## src/rtl/hdc_pkg.sv

```systemverilog
package hdc_pkg;
  localparam int unsigned DATA_W = 64;
  localparam int unsigned SYN_W  = 6;
  localparam logic [SYN_W-1:0] SYN_SYSREG = 6'h18;

  localparam int unsigned B_STEPOP = 50;
  localparam int unsigned B_EXTBKP = 43;
  localparam int unsigned B_EXC_HI = 41;
  localparam int unsigned B_EXC_LO = 40;
  localparam int unsigned B_LONG   = 26;
  localparam int unsigned B_ROM    = 11;
  localparam int unsigned B_OSREG  = 10;
  localparam int unsigned B_DBGACC = 9;
  localparam int unsigned B_ROUTE  = 8;

  typedef enum logic [1:0] {
    ACC_OK    = 2'd0,
    ACC_UNDEF = 2'd1,
    ACC_TRAP2 = 2'd2,
    ACC_TRAP3 = 2'd3
  } acc_res_e;

  function automatic logic [DATA_W-1:0] store_mask(input logic has_step,
                                                   input logic has_ebw,
                                                   input logic has_exc);
    logic [DATA_W-1:0] m;
    m = '0;
    m[15:0]  = '1;
    m[17]    = 1'b1;
    m[19]    = 1'b1;
    m[31:23] = '1;
    m[36]    = 1'b1;
    m[B_EXC_HI:B_EXC_LO] = {2{has_exc}};
    m[B_EXTBKP] = has_ebw;
    m[B_STEPOP] = has_step;
    return m;
  endfunction
endpackage

```

## src/rtl/hdc_access_check.sv

```systemverilog
module hdc_access_check
  import hdc_pkg::*;
(
  input  logic [1:0]       priv,
  input  logic             nv_trap,
  input  logic             el3_present,
  input  logic             el3_dbg_trap,
  output acc_res_e         result,
  output logic [SYN_W-1:0] syndrome
);
  always_comb begin
    result = ACC_UNDEF;
    unique case (priv)
      2'd0: result = ACC_UNDEF;
      2'd1: result = nv_trap ? ACC_TRAP2 : ACC_UNDEF;
      2'd2: result = (el3_present && el3_dbg_trap) ? ACC_TRAP3 : ACC_OK;
      default: result = ACC_OK;
    endcase
    syndrome = (result == ACC_TRAP2 || result == ACC_TRAP3) ? SYN_SYSREG : '0;
  end
endmodule

```

## src/rtl/hdc_store.sv

```systemverilog
module hdc_store
  import hdc_pkg::*;
#(
  parameter logic [DATA_W-1:0] MASK = '1
) (
  input  logic              clk,
  input  logic              rst_n,
  input  logic              wr_en,
  input  logic [DATA_W-1:0] wdata,
  output logic [DATA_W-1:0] q
);
  logic [DATA_W-1:0] q_next;

  always_comb begin
    q_next = q;
    if (wr_en) q_next = wdata & MASK;
  end

  always_ff @(posedge clk or negedge rst_n) begin
    if (!rst_n) q <= '0;
    else        q <= q_next;
  end

  assert_reserved_zero_R1: assert property (@(posedge clk) disable iff (!rst_n)
    (q & ~MASK) == '0);
endmodule

```

## src/rtl/hdc_effective.sv

```systemverilog
module hdc_effective
  import hdc_pkg::*;
#(
  parameter logic [DATA_W-1:0] MASK = '1
) (
  input  logic              clk,
  input  logic              rst_n,
  input  logic [DATA_W-1:0] raw,
  input  logic              el2_enabled,
  input  logic              el3_present,
  input  logic              el3_ebwe,
  input  logic              tge,
  output logic [DATA_W-1:0] eff
);
  logic [DATA_W-1:0] e;

  always_comb begin
    e = raw;
    if (!el2_enabled) begin
      e[B_STEPOP] = 1'b1;
      e[B_EXTBKP] = 1'b1;
      e[B_EXC_HI:B_EXC_LO] = 2'b01;
    end
    if (el3_present && !el3_ebwe) e[B_EXTBKP] = 1'b0;
    if (tge) e[B_ROUTE] = 1'b1;
    if (e[B_ROUTE]) begin
      e[B_ROM]    = 1'b1;
      e[B_OSREG]  = 1'b1;
      e[B_DBGACC] = 1'b1;
    end
    if (e[B_EXC_HI:B_EXC_LO] == 2'b11) e[B_LONG] = 1'b1;
    eff = e & MASK;
  end

  assert_tge_route_R9: assert property (@(posedge clk) disable iff (!rst_n)
    tge |-> eff[B_ROUTE]);
  assert_route_traps_R10: assert property (@(posedge clk) disable iff (!rst_n)
    eff[B_ROUTE] |-> (eff[B_ROM:B_DBGACC] == 3'b111));
  assert_exc_long_R11: assert property (@(posedge clk) disable iff (!rst_n)
    (eff[B_EXC_HI:B_EXC_LO] == 2'b11) |-> eff[B_LONG]);
  assert_el3_ebw_R8: assert property (@(posedge clk) disable iff (!rst_n)
    (el3_present && !el3_ebwe) |-> !eff[B_EXTBKP]);
endmodule

```

## src/rtl/hyp_dbg_ctrl.sv

```systemverilog
module hyp_dbg_ctrl
  import hdc_pkg::*;
#(
  parameter logic HAS_STEPOP   = 1'b1,
  parameter logic HAS_EXT_BKPT = 1'b1,
  parameter logic HAS_PMU_EXC  = 1'b1
) (
  input  logic              clk,
  input  logic              rst_n,
  input  logic              req_valid,
  input  logic              req_write,
  input  logic [1:0]        req_priv,
  input  logic [DATA_W-1:0] req_wdata,
  input  logic              nv_trap,
  input  logic              el3_present,
  input  logic              el3_dbg_trap,
  input  logic              el3_ebwe,
  input  logic              el2_enabled,
  input  logic              tge,
  output logic              rsp_valid,
  output logic [1:0]        rsp_result,
  output logic [SYN_W-1:0]  rsp_syndrome,
  output logic [DATA_W-1:0] rsp_rdata,
  output logic [DATA_W-1:0] raw_value,
  output logic [DATA_W-1:0] eff_ctrl
);
  localparam logic [DATA_W-1:0] MASK = store_mask(HAS_STEPOP, HAS_EXT_BKPT, HAS_PMU_EXC);

  acc_res_e          dec_res;
  logic [SYN_W-1:0]  dec_syn;
  logic              wr_en;
  logic [DATA_W-1:0] stored;

  logic              rsp_valid_d;
  logic [1:0]        rsp_result_d;
  logic [SYN_W-1:0]  rsp_syn_d;
  logic [DATA_W-1:0] rsp_rdata_d;

  hdc_access_check u_check (
    .priv         (req_priv),
    .nv_trap      (nv_trap),
    .el3_present  (el3_present),
    .el3_dbg_trap (el3_dbg_trap),
    .result       (dec_res),
    .syndrome     (dec_syn)
  );

  assign wr_en = req_valid && req_write && (dec_res == ACC_OK);

  hdc_store #(.MASK(MASK)) u_store (
    .clk   (clk),
    .rst_n (rst_n),
    .wr_en (wr_en),
    .wdata (req_wdata),
    .q     (stored)
  );

  hdc_effective #(.MASK(MASK)) u_eff (
    .clk         (clk),
    .rst_n       (rst_n),
    .raw         (stored),
    .el2_enabled (el2_enabled),
    .el3_present (el3_present),
    .el3_ebwe    (el3_ebwe),
    .tge         (tge),
    .eff         (eff_ctrl)
  );

  always_comb begin
    rsp_valid_d  = req_valid;
    rsp_result_d = req_valid ? dec_res : ACC_OK;
    rsp_syn_d    = req_valid ? dec_syn : '0;
    rsp_rdata_d  = (req_valid && !req_write && dec_res == ACC_OK) ? stored : '0;
  end

  always_ff @(posedge clk or negedge rst_n) begin
    if (!rst_n) begin
      rsp_valid    <= 1'b0;
      rsp_result   <= ACC_OK;
      rsp_syndrome <= '0;
      rsp_rdata    <= '0;
    end else begin
      rsp_valid    <= rsp_valid_d;
      rsp_result   <= rsp_result_d;
      rsp_syndrome <= rsp_syn_d;
      rsp_rdata    <= rsp_rdata_d;
    end
  end

  assign raw_value = stored;

  assert_rsp_timing_R2: assert property (@(posedge clk) disable iff (!rst_n)
    req_valid |=> rsp_valid);
  assert_no_spurious_rsp_R2: assert property (@(posedge clk) disable iff (!rst_n)
    !req_valid |=> !rsp_valid);
  assert_el0_undef_R3: assert property (@(posedge clk) disable iff (!rst_n)
    (req_valid && req_priv == 2'd0) |=> (rsp_result == ACC_UNDEF && rsp_rdata == '0));
  assert_el1_trap_R4: assert property (@(posedge clk) disable iff (!rst_n)
    (req_valid && req_priv == 2'd1 && nv_trap) |=> (rsp_result == ACC_TRAP2 && rsp_syndrome == SYN_SYSREG));
  assert_el3_ok_R5: assert property (@(posedge clk) disable iff (!rst_n)
    (req_valid && req_priv == 2'd3) |=> (rsp_result == ACC_OK));
  assert_reject_hold_R6: assert property (@(posedge clk) disable iff (!rst_n)
    (req_valid && dec_res != ACC_OK) |=> $stable(raw_value));
endmodule

```

## config.mk

```make
export PLATFORM = sky130hd
export DESIGN_NAME = hyp_dbg_ctrl
export DESIGN_NICKNAME = d
export VERILOG_FILES = /design/src/rtl/hdc_pkg.sv /design/src/rtl/hdc_access_check.sv /design/src/rtl/hdc_store.sv /design/src/rtl/hdc_effective.sv /design/src/rtl/hyp_dbg_ctrl.sv
export SDC_FILE = /design/constraint.sdc
export NUM_CORES = 1
export LEC_CHECK = 0
export BUFFER_PORTS_ARGS = -buffer_cell sky130_fd_sc_hd__buf_2
export CORE_MARGIN = 3
export CORE_UTILIZATION = 31
export DETAILED_ROUTE_END_ITERATION = 7
export GPL_TIMING_DRIVEN = 1
export PLACE_DENSITY = 0.66
export SLEW_MARGIN = 40
export SYNTH_ARGS = -nofsm -noshare
export SYNTH_HDL_FRONTEND = slang
export SYNTH_SLANG_ARGS = --single-unit
```

## constraint.sdc

```tcl
create_clock -name clk -period 2 [get_ports clk]
set_clock_uncertainty 0.05 [all_clocks]
set_input_delay 0.1 -clock clk [delete_from_list [all_inputs] [get_ports clk]]
set_output_delay 0.1 -clock clk [all_outputs]
set_load 0.1 [all_outputs]
```

Word-level counts from Yosys, hierarchy flattened
Index checks and enable logic that the tools add are counted.
{"block": "totals", "ff_bits": 92, "elab_cells": 35}
{"block": "op_classes", "eq_ne": 5, "n_mux": 14, "reduce_logical": 11}
{"op": "$mux W51", "count": 1}
{"op": "$eq A2 B2 Y1 const B", "count": 4}
{"op": "$mux W2", "count": 4}
{"op": "$logic_and A1 B1 Y1", "count": 6}
{"op": "$mux W6", "count": 1}
{"op": "$pmux W2 S3", "count": 1}
{"op": "$mux W1", "count": 5}
{"op": "$mux W5", "count": 1}
{"op": "$logic_not A2 Y1", "count": 2}
{"op": "$mux W3", "count": 1}
{"op": "$eq A2 B1 Y1 const B", "count": 1}
{"op": "$logic_not A1 Y1", "count": 2}
{"op": "$logic_or A1 B1 Y1", "count": 1}

Depth between registers and ports, before layout
Gate-level depths: netlist (run 1).
{"block": "depth", "depth_word": 7, "ltp_mapped": 5, "mapped_depth_nobuf": 3}

By module
A second synthesis (run 1) with hierarchy kept.
{"block": "hier_totals", "cells_unflattened": 336, "area_unflattened_um2": 4569.4}
{"mod": "hyp_dbg_ctrl", "n_inst": 1, "cells_per_inst": 155, "area_each_um2": 2414.8, "seq_area_each_um2": 1826.8}
{"mod": "hdc_store", "n_inst": 1, "cells_per_inst": 101, "area_each_um2": 1589.0, "seq_area_each_um2": 800.8}
{"mod": "hdc_effective", "n_inst": 1, "cells_per_inst": 67, "area_each_um2": 483.0, "seq_area_each_um2": 0.0}
{"mod": "hdc_access_check", "n_inst": 1, "cells_per_inst": 13, "area_each_um2": 82.6, "seq_area_each_um2": 0.0}

Worst setup path after synthesis (run 1)
No wires, ideal clock.
{"block": "synth_timing", "kind": "reg2out", "from": "reg u_store.q[43]", "to": "out eff_ctrl[43]", "t_arrival_ns": 2.643, "required_time_ns": 1.850, "setup_slack_ns": -0.793, "path_stages_with_launch": 3, "n_path_buf": 0, "cell_sequence": "dfrtp_1 inv_1 a22oi_1"}
{"block": "synth_via", "elab_chain_len": 2}
{"item": "from (decl)", "line_no": "hdc_store.sv:10", "source": "output logic [DATA_W-1:0] q"}
{"item": "from (signal assigned)", "line_no": "hdc_store.sv:21", "source": "else q <= q_next;"}
{"item": "$mux W1", "line_no": "hdc_effective.sv:19", "source": "if (!el2_enabled) begin"}
{"item": "$mux W1", "line_no": "hdc_effective.sv:24", "source": "if (el3_present && !el3_ebwe) e[B_EXTBKP] = 1'b0;"}
{"item": "to (decl)", "line_no": "hyp_dbg_ctrl.sv:25", "source": "output logic [DATA_W-1:0] eff_ctrl"}
Every way passes these cells.

Final worst setup path (run 1)
{"block": "layout_timing", "from": "in req_valid", "to": "reg u_store.q[27]"}
{"block": "layout_via", "elab_chain_len": 2}
{"item": "from (decl)", "line_no": "hyp_dbg_ctrl.sv:10", "source": "input logic req_valid,"}
{"item": "$logic_and A1 B1 Y1 (2 in series)", "line_no": "hyp_dbg_ctrl.sv:48", "source": "assign wr_en = req_valid && req_write && (dec_res == ACC_OK);"}
Every way passes these cells.
A chain may end at the register's enable or synchronous reset.

==> results.cfg, run 1 <==
[outcome]
status = completed

[finish]
syn_to_final_growth_pct = 27.1
nNetsFinal = 524
diodes = 0
drive_gt1_share_pct = 43.9
stdcell_count = 589

[cts]
htreeDepth = 3
cts_resized = 0
post-cts-setup-buffers = 0
cts_buffers = 9
hold_buffers = 35
clock_sinks = 68
cts_root_buf = clkbuf_8
clock_latency_ns = 0.33
path_clk_slew_ns = 0.07
cts_tree = built
cts_buffer_depth = 2

[setup_path]
endpoint = u_store.q[27]
rr_endpoint = u_store.q[26]
cp-startpoint = req_valid
cp.arrival_ns = 1.80
startpoint_type = input pin
r2r_slack_ns = 1.11
crit_fanout = 27
end_kind = register
criticalPathCategory = input pin to register
r2r-start = u_store.q[26]
required_ns = 2.16
r2r.worst_path.cells = 1

[floorplan]
std_cell_rows = 37
pin_count = 277
core_area_sq_um = 10500
die_h_um = 111
dieArea_sq_um = 12200
die_w_um = 111
start_util_pct = 32.3

[placement]
dp.cells = 538
dp_hpwl_mm = 5.26
io_buffers = 144
gp_congestion = 0.798

[global_route]
grt_overflow = 0
grt_pass1_wl_mm = 11.0
grtUsageTotal_pct = 11.2
first_global_vias = 2138
grt_max_degree = 36
grt_antenna_before_repair = 0

[power_and_ir_drop]
finalPower_mw = 6.55
ir_worst_vdd_uv = 916
p_leak_nw = 2.38
power_density_nw_per_um2 = 1520

[drt]
first_iter_violations = 102
routedWlPerCell_um = 12.1
wl_mm = 7.13
dr.pass1.iters = 2
via_per_inst = 3.74
drc = 0
routed-via-count = 2201
drtAntennaViolNets = 0

[sta]
max_freq_mhz = 608
setup_viol = 0
min_period_ns = 1.64
finalMaxSlewViolations = 0
rsz0062_at_grt = no
tns_ns = 0
finalHoldViolCount = 0
timing.final.crit_share_pct = 82.2

[yosys]
ys_types = 23
ys_seq_area_share_pct = 50.1
synth_top_area_share_pct = 50.1
yosys.area.top_type = dfrtp_1
avgSynthCellArea_sq_um = 11.9
synth_area_leaders = dfrtp_1 50%, buf_4 27%, mux2_2 9.6%, and2_1 5.9%, buf_6 1.3%
synthesis.area_sq_um = 3390
ys_warn_count = 0
synth-seq-cells = 68
synthCells = 285

[hold_path]
hold_class = input pin to register

[job]
drv_cap = 0
-- worst min path at each step --
stage / from / end / cells after the start
finish: req_priv[1] / rsp_result[1] / 3
floorplan: rst_n / rsp_rdata[0] / 0
detailed placement: rst_n / u_store.q[12] / 1
CTS: req_priv[1] / rsp_result[1] / 3
global route: req_priv[1] / rsp_result[1] / 3
global placement: rst_n / u_store.q[12] / 1
-- routing by layer --
| layer | share of wire, % | routed length [um] | up-vias | track usage [%] |
|---|---|---|---|---|
| met5 | 0 | 0 | - | 0 |
| met4 | 1.5 | 105 | 0 | 4.43 |
| met3 | 11 | 790 | 8 | 3.95 |
| met2 | 50 | 3540 | 152 | 19.9 |
| met1 | 38 | 2690 | 1035 | 12.3 |
| li1 | - | - | 1006 | - |
-- flip-flops by register name, summed over array words and instances (netlist names) --
name and count:
rsp_rdata 32, u_store.q 32, rsp_result 2, rsp_syndrome 1
rsp_valid 1
-- report_power, final --
group,switching (mW),internal (mW),leakage (nW)
clock,0.480,0.735,0.107
sequential,0.149,1.54,0.871
combinational,3.23,0.411,1.40
total,3.86,2.69,2.38
-- cell usage in the layout, fill, tap and decap left out, types with 3 or more instances in the layout --
cell           synthesis  layout
clkbuf_8               0      10
dfrtp_1               68      67
and2_1                32      31
buf_4                124       3
buf_2                  0     144
mux2_1                 3       3
dlygate4sd3_1          0      35
mux2_2                29      29
conb_1                 1     100
or3_1                  3       3
-- final cells by class --
type / instances / area [sq um]
flip-flops and latches: 68 / 1700
fillers: 1009 / 6190
well taps: 136 / 170
repair buffers: 184 / 1130
multi-input cells: 183 / 1080
inverters: 2 / 7.51
clock buffers: 12 / 145
clock inverters: 4 / 72.6
-- cell usage after synthesis (all sizes together) --
cell type	n
a22oi	1
and2	32
and3b	1
nand2b	2
nand3b	1
or2	1
dfrtp	68
clkbuf	3
mux2	32
a21boi	2
nand2	2
a21o	1
buf	128
o21a	1
inv	2
nor3b	1
a21oi	1
nor3	1
or3	3
nor4	1
conb	1
-- critical path, stage by stage --
cell and delay, ns:
dlygate4sd3_1 0.54, buf_2 0.15, nand2_1 0.13, nor3b_4 0.26
buf_12 0.23, mux2_2 0.37
-- kinds of logic after synthesis --
family,Yosys count,synth area share [%]
and+or+nand+nor,45,8.59
DFF,68,50.1
buffers and inverters,133,29.3
muxes,32,10.6
other,1,0.110
AOI/OAI and AO/OA,6,1.25
-- through the flow --
step                      hold WS [ns]  util, %  instance area [sq um]  setup WS, ns
final                           0.0323     41.1                   4310         0.356
after global routing            0.0361     41.1                   4310         0.303
after CTS                      0.00388     41.1                   4310         0.372
after detailed placement       -0.0245     35.6                   3750         0.484
after global placement         -0.0266     35.6                   3750         0.521
after floorplan                 -0.246        -                   3770        -0.165
No activity file was read; power rests on OpenSTA's default activity.
==> inputs of run 2 (changes only) <==
- PLACE_DENSITY: 0.66 -> 0.69
- clock period: 2 -> 1.5 ns (I/O delays scaled with it)
==> run 2 against run 1 <==
Compared with the run above: die area did not move; sequential power rose by 33%; clock power rose by 47%; non-clock buffer count rose by 8; highest routed layer unchanged.
==> results.cfg, run 2 (synthesis gave the netlist of run 1 again) <==
[floorplan]
die_h_um = 111
start_util_pct = 32.3
die_w_um = 111
pin_count = 277
std_cell_rows = 37
core_area_sq_um = 10500
dieArea_sq_um = 12200

[finish]
nNetsFinal = 532
drive_gt1_share_pct = 47.1
layout_commonest_cell = buf_2
final_core_util_pct = 42.9
final_cell_mix = 138 x buf_2, 100 x conb_1, 60 x dfrtp_1
reg.largest.list = rsp_rdata (32), u_store.q (32), rsp_result (2)
diodes = 0
syn_to_final_growth_pct = 33.0

[setup_path]
startpoint_type = register
end_kind = output pin
crit_fanout = 4
r2r-start = u_store.q[41]
rr_endpoint = u_store.q[41]
cp.arrival_ns = 1.34
r2r.worst_path.cells = 3
required_ns = 1.37
r2r_slack_ns = 0.35
criticalPathCategory = register to output pin

[power_and_ir_drop]
p_leak_nw = 2.46
ir_worst_vdd_uv = 1080
finalPower_mw = 9.05
power_density_nw_per_um2 = 2010

[cts]
path_clk_slew_ns = 0.07
clock_latency_ns = 0.34
clock_sinks = 68
cts_buffer_depth = 2
cts_buffers = 9
cts_root_buf = clkbuf_8
cts_tree = built
htreeDepth = 3

[sta]
whs_ns = 0.0303
finalMaxSlewViolations = 0
setup_viol = 0
rsz0062_at_grt = yes
finalHoldViolCount = 0
tns_ns = 0
worst_pin_slew_ns = 0.529
slew_headroom_pct = 65.0
max_freq_mhz = 683
timing.final.crit_share_pct = 97.7
min_period_ns = 1.46

[global_route]
grt_overflow = 0
first_global_vias = 2225
grt_pass1_wl_mm = 11.6
grt_max_degree = 69
grt_antenna_before_repair = 0
grtUsageTotal_pct = 12.1

[hold_path]
min_from = req_priv[1]
worstHoldEndpoint = rsp_syndrome[3]
hold_class = input pin to register
whs_path_depth = 3

[job]
drv_cap = 0

[drt]
drtAntennaViolNets = 0
via_per_inst = 3.81
drc = 0
routed-via-count = 2275
routedWlPerCell_um = 12.6
wl_mm = 7.53
dr.pass1.iters = 4
first_iter_violations = 78

[placement]
dp_hpwl_mm = 5.35
io_buffers = 144
gp_congestion = 0.794

[outcome]
status = completed
-- run 2: cell types whose count changed in the layout (fill, tap and decap cells not counted), moves of 2 or more --
| cell | change |
|---|---|
| buf_12 | +4 |
| buf_4 | +6 |
| or3_4 | +3 |
| clkinv_4 | +2 |
| nand2b_1 | -2 |
| or3_1 | -3 |
| dfrtp_4 | +2 |
| dfrtp_1 | -7 |
| nand2b_2 | +2 |
| buf_2 | -6 |
| dlygate4sd3_1 | +4 |
| dfrtp_2 | +5 |
-- run 2: per-stage QoR --
stage               setup WS (ns)  std cells  area (sq um)
global placement           0.0951        538          3790
global route             -0.00706        597          4510
floorplan                  -0.237        384          3820
CTS                       -0.0225        595          4500
detailed placement         0.0703        538          3790
finish                     0.0350        597          4510
-- run 2: how the worst max path moves through the flow --
stage / endpoint / depth (start not counted) / start
5_1_grt: eff_ctrl[11] / 2 / u_store.q[11]
4_1_cts: eff_ctrl[10] / 2 / u_store.q[10]
3_3_place_gp: u_store.q[11] / 5 / req_priv[0]
6_report: eff_ctrl[11] / 2 / u_store.q[11]
3_5_place_dp: u_store.q[13] / 5 / req_priv[0]
2_1_floorplan: eff_ctrl[43] / 2 / u_store.q[43]
-- run 2: timing repair --
| item | CTS | global route |
|---|---|---|
| endpoints found under the setup margin | 6 | 4 |
| buffers inserted | 2 | 2 |
| pin swaps | 1 | 4 |
| hold buffers | 39 | 0 |
| gates resized for setup | 18 | 0 |
| hold endpoints to repair | 105 | 0 |
-- run 2: final cells by class --
type / instances / area (sq um)
Fill cell: 941 / 6000
Sequential cell: 68 / 1720
Timing Repair Buffer: 192 / 1270
Multi-Input combinational cell: 183 / 1110
Tap cell: 136 / 170
Clock buffer: 10 / 128
Clock inverter: 6 / 113
Inverter: 2 / 7.51
-- run 2: routing by layer --
| metal | up-vias | global-route usage [%] | wire [um] |
|---|---|---|---|
| met5 | - | 0 | 0 |
| met2 | 160 | 20.6 | 3750 |
| li1 | 1029 | - | - |
| met3 | 16 | 2.85 | 716 |
| met1 | 1070 | 13.5 | 2850 |
| met4 | 0 | 7.64 | 212 |
-- run 2: power breakdown --
group / total, mW / leakage [nW] / switching [mW] / internal, mW
Sequential: 2.25 / 0.864 / 0.186 / 2.07
Clock: 1.79 / 0.120 / 0.679 / 1.11
Combinational: 5.01 / 1.47 / 4.35 / 0.658
-- run 2: worst max-delay path: stages (launching register included) --
cell and delay, ns:
dfrtp_2 0.43, or3_4 0.40, buf_12 0.17
==> inputs of run 3 (changes only) <==
- CELL_PAD_IN_SITES_DETAIL_PLACEMENT: default -> 0
- CELL_PAD_IN_SITES_GLOBAL_PLACEMENT: default -> 1
- CORE_UTILIZATION: 31 -> 25
- PLACE_DENSITY: 0.69 -> default
- PLACE_DENSITY_LB_ADDON: default -> 0.1
==> run 3 against run 2 <==
Compared with the run above: flip-flop and latch count did not move; maximum frequency barely moved; clock power rose by 18%; sequential power barely moved; routed wire length rose by 4.0%; combinational power fell by 1%; critical path type unchanged; critical endpoint is now eff_ctrl[10]; largest power group unchanged.
==> results.cfg, run 3 (synthesis gave the netlist of run 1 again) <==
[placement]
preCtsSetupSlack_ns = 0.0454
dpl-instance-area_sq_um = 3870
dp_hpwl_mm = 5.53
gp_congestion = 0.678
io_buffers = 144
dp.cells = 575

[sta]
finalMaxSlewViolations = 0
setup_viol = 0
min_period_ns = 1.46
tns_ns = 0
whs_ns = 0.0248
slew_headroom_pct = 65.5
final.setup.worst_slack_ns = 0.0358
timing.final.crit_share_pct = 97.6
worst_pin_slew_ns = 0.521
finalHoldViolCount = 0
max_freq_mhz = 683

[hold_path]
hold_class = input pin to register

[job]
drv_cap = 0

[finish]
design_area_sq_um = 4630
nNetsFinal = 530
syn_to_final_growth_pct = 36.5
final_cell_mix = 136 x buf_2, 100 x conb_1, 60 x dfrtp_1
reg.largest.list = rsp_rdata (32), u_store.q (32), rsp_result (2)
diodes = 0
drive_gt1_share_pct = 47.1
stdcell_count = 631
layout_commonest_cell = buf_2
final_core_util_pct = 35.8

[global_route]
first_global_vias = 2127
grtUsageTotal_pct = 10.0
grt_pass1_wl_mm = 11.4
grt_max_degree = 35
grt_antenna_before_repair = 0
grt_overflow = 0

[cts]
htreeDepth = 3
clock_latency_ns = 0.33
cts_buffers = 9
cts_buffer_depth = 2
clock_sinks = 68
path_clk_slew_ns = 0.05
cts_tree = built
cts_root_buf = clkbuf_16

[setup_path]
cp-startpoint = u_store.q[8]
endpoint = eff_ctrl[10]
r2r_slack_ns = 0.57
rr_endpoint = rsp_rdata[43]
criticalPathCategory = register to output pin
required_ns = 1.37
startpoint_type = register
end_kind = output pin
r2r-start = u_store.q[43]
crit_fanout = 7
r2r.worst_path.cells = 2
cp.arrival_ns = 1.34

[floorplan]
std_cell_rows = 41
pin_count = 277
dieArea_sq_um = 15000
die_h_um = 123
start_util_pct = 26.3
die_w_um = 123
core_area_sq_um = 12900

[drt]
drtAntennaViolNets = 0
routed-via-count = 2246
wl_mm = 7.83
first_iter_violations = 75
drc = 0
routedWlPerCell_um = 12.4
via_per_inst = 3.56
dr.pass1.iters = 3

[outcome]
status = completed

[power_and_ir_drop]
ir_worst_vdd_uv = 709
p_leak_nw = 2.48
power_density_nw_per_um2 = 2010
finalPower_mw = 9.33
[run 3: changes by cell type in the layout (fill, tap and decap cells not counted), sizes merged]
cell	change
clkbuf	+3
buf	-2
bufinv	-2
clkinv	-1
clkinvlp	+1
dlygate4sd3	-1
[run 3: layer usage]
| metal | GRT usage [%] | up-vias | wire length [um] |
|---|---|---|---|
| met5 | 0 | - | 0 |
| met4 | 4.20 | 0 | 124 |
| met3 | 3.73 | 7 | 838 |
| met2 | 16.6 | 145 | 3800 |
| met1 | 11.7 | 1069 | 3070 |
| li1 | - | 1025 | - |
[run 3: how the worst min path moves through the flow]
stage | start | end | slack (ns) | depth (start not counted)
after global placement | rst_n | rsp_rdata[3] | -0.009 | 1
after CTS | req_priv[0] | rsp_result[1] | 0.001 | 3
after floorplan | rst_n | rsp_rdata[0] | -0.27 | 0
after detailed placement | rst_n | u_store.q[3] | -0.008 | 1
after global routing | req_priv[1] | rsp_result[0] | 0.05 | 3
final | req_priv[0] | rsp_result[1] | 0.02 | 3
[run 3: critical path, cell delays in order (launching register included)]
cell	delay [ns]
dfrtp_2	0.45
or3_4	0.38
buf_8	0.18
[run 3: what timing repair did]
action	CTS	global route
hold buffers	38	0
endpoints found under the setup margin	5	15
cloned	0	1
setup buffers	0	1
gates resized for setup	9	5
endpoints found under the hold margin	69	0
[run 3: power breakdown]
part	switching, mW	internal (mW)
clock	0.754	1.37
combinational	4.32	0.628
sequential	0.183	2.07
[run 3: area by class of cell]
cell class	instances	area [sq um]
Clock buffer	12	256
Tap cell	172	215
Multi-Input combinational cell	183	1110
Fill cell	1338	8300
Sequential cell	68	1720
Timing Repair Buffer	190	1280
Clock inverter	4	47.5
Inverter	2	7.51
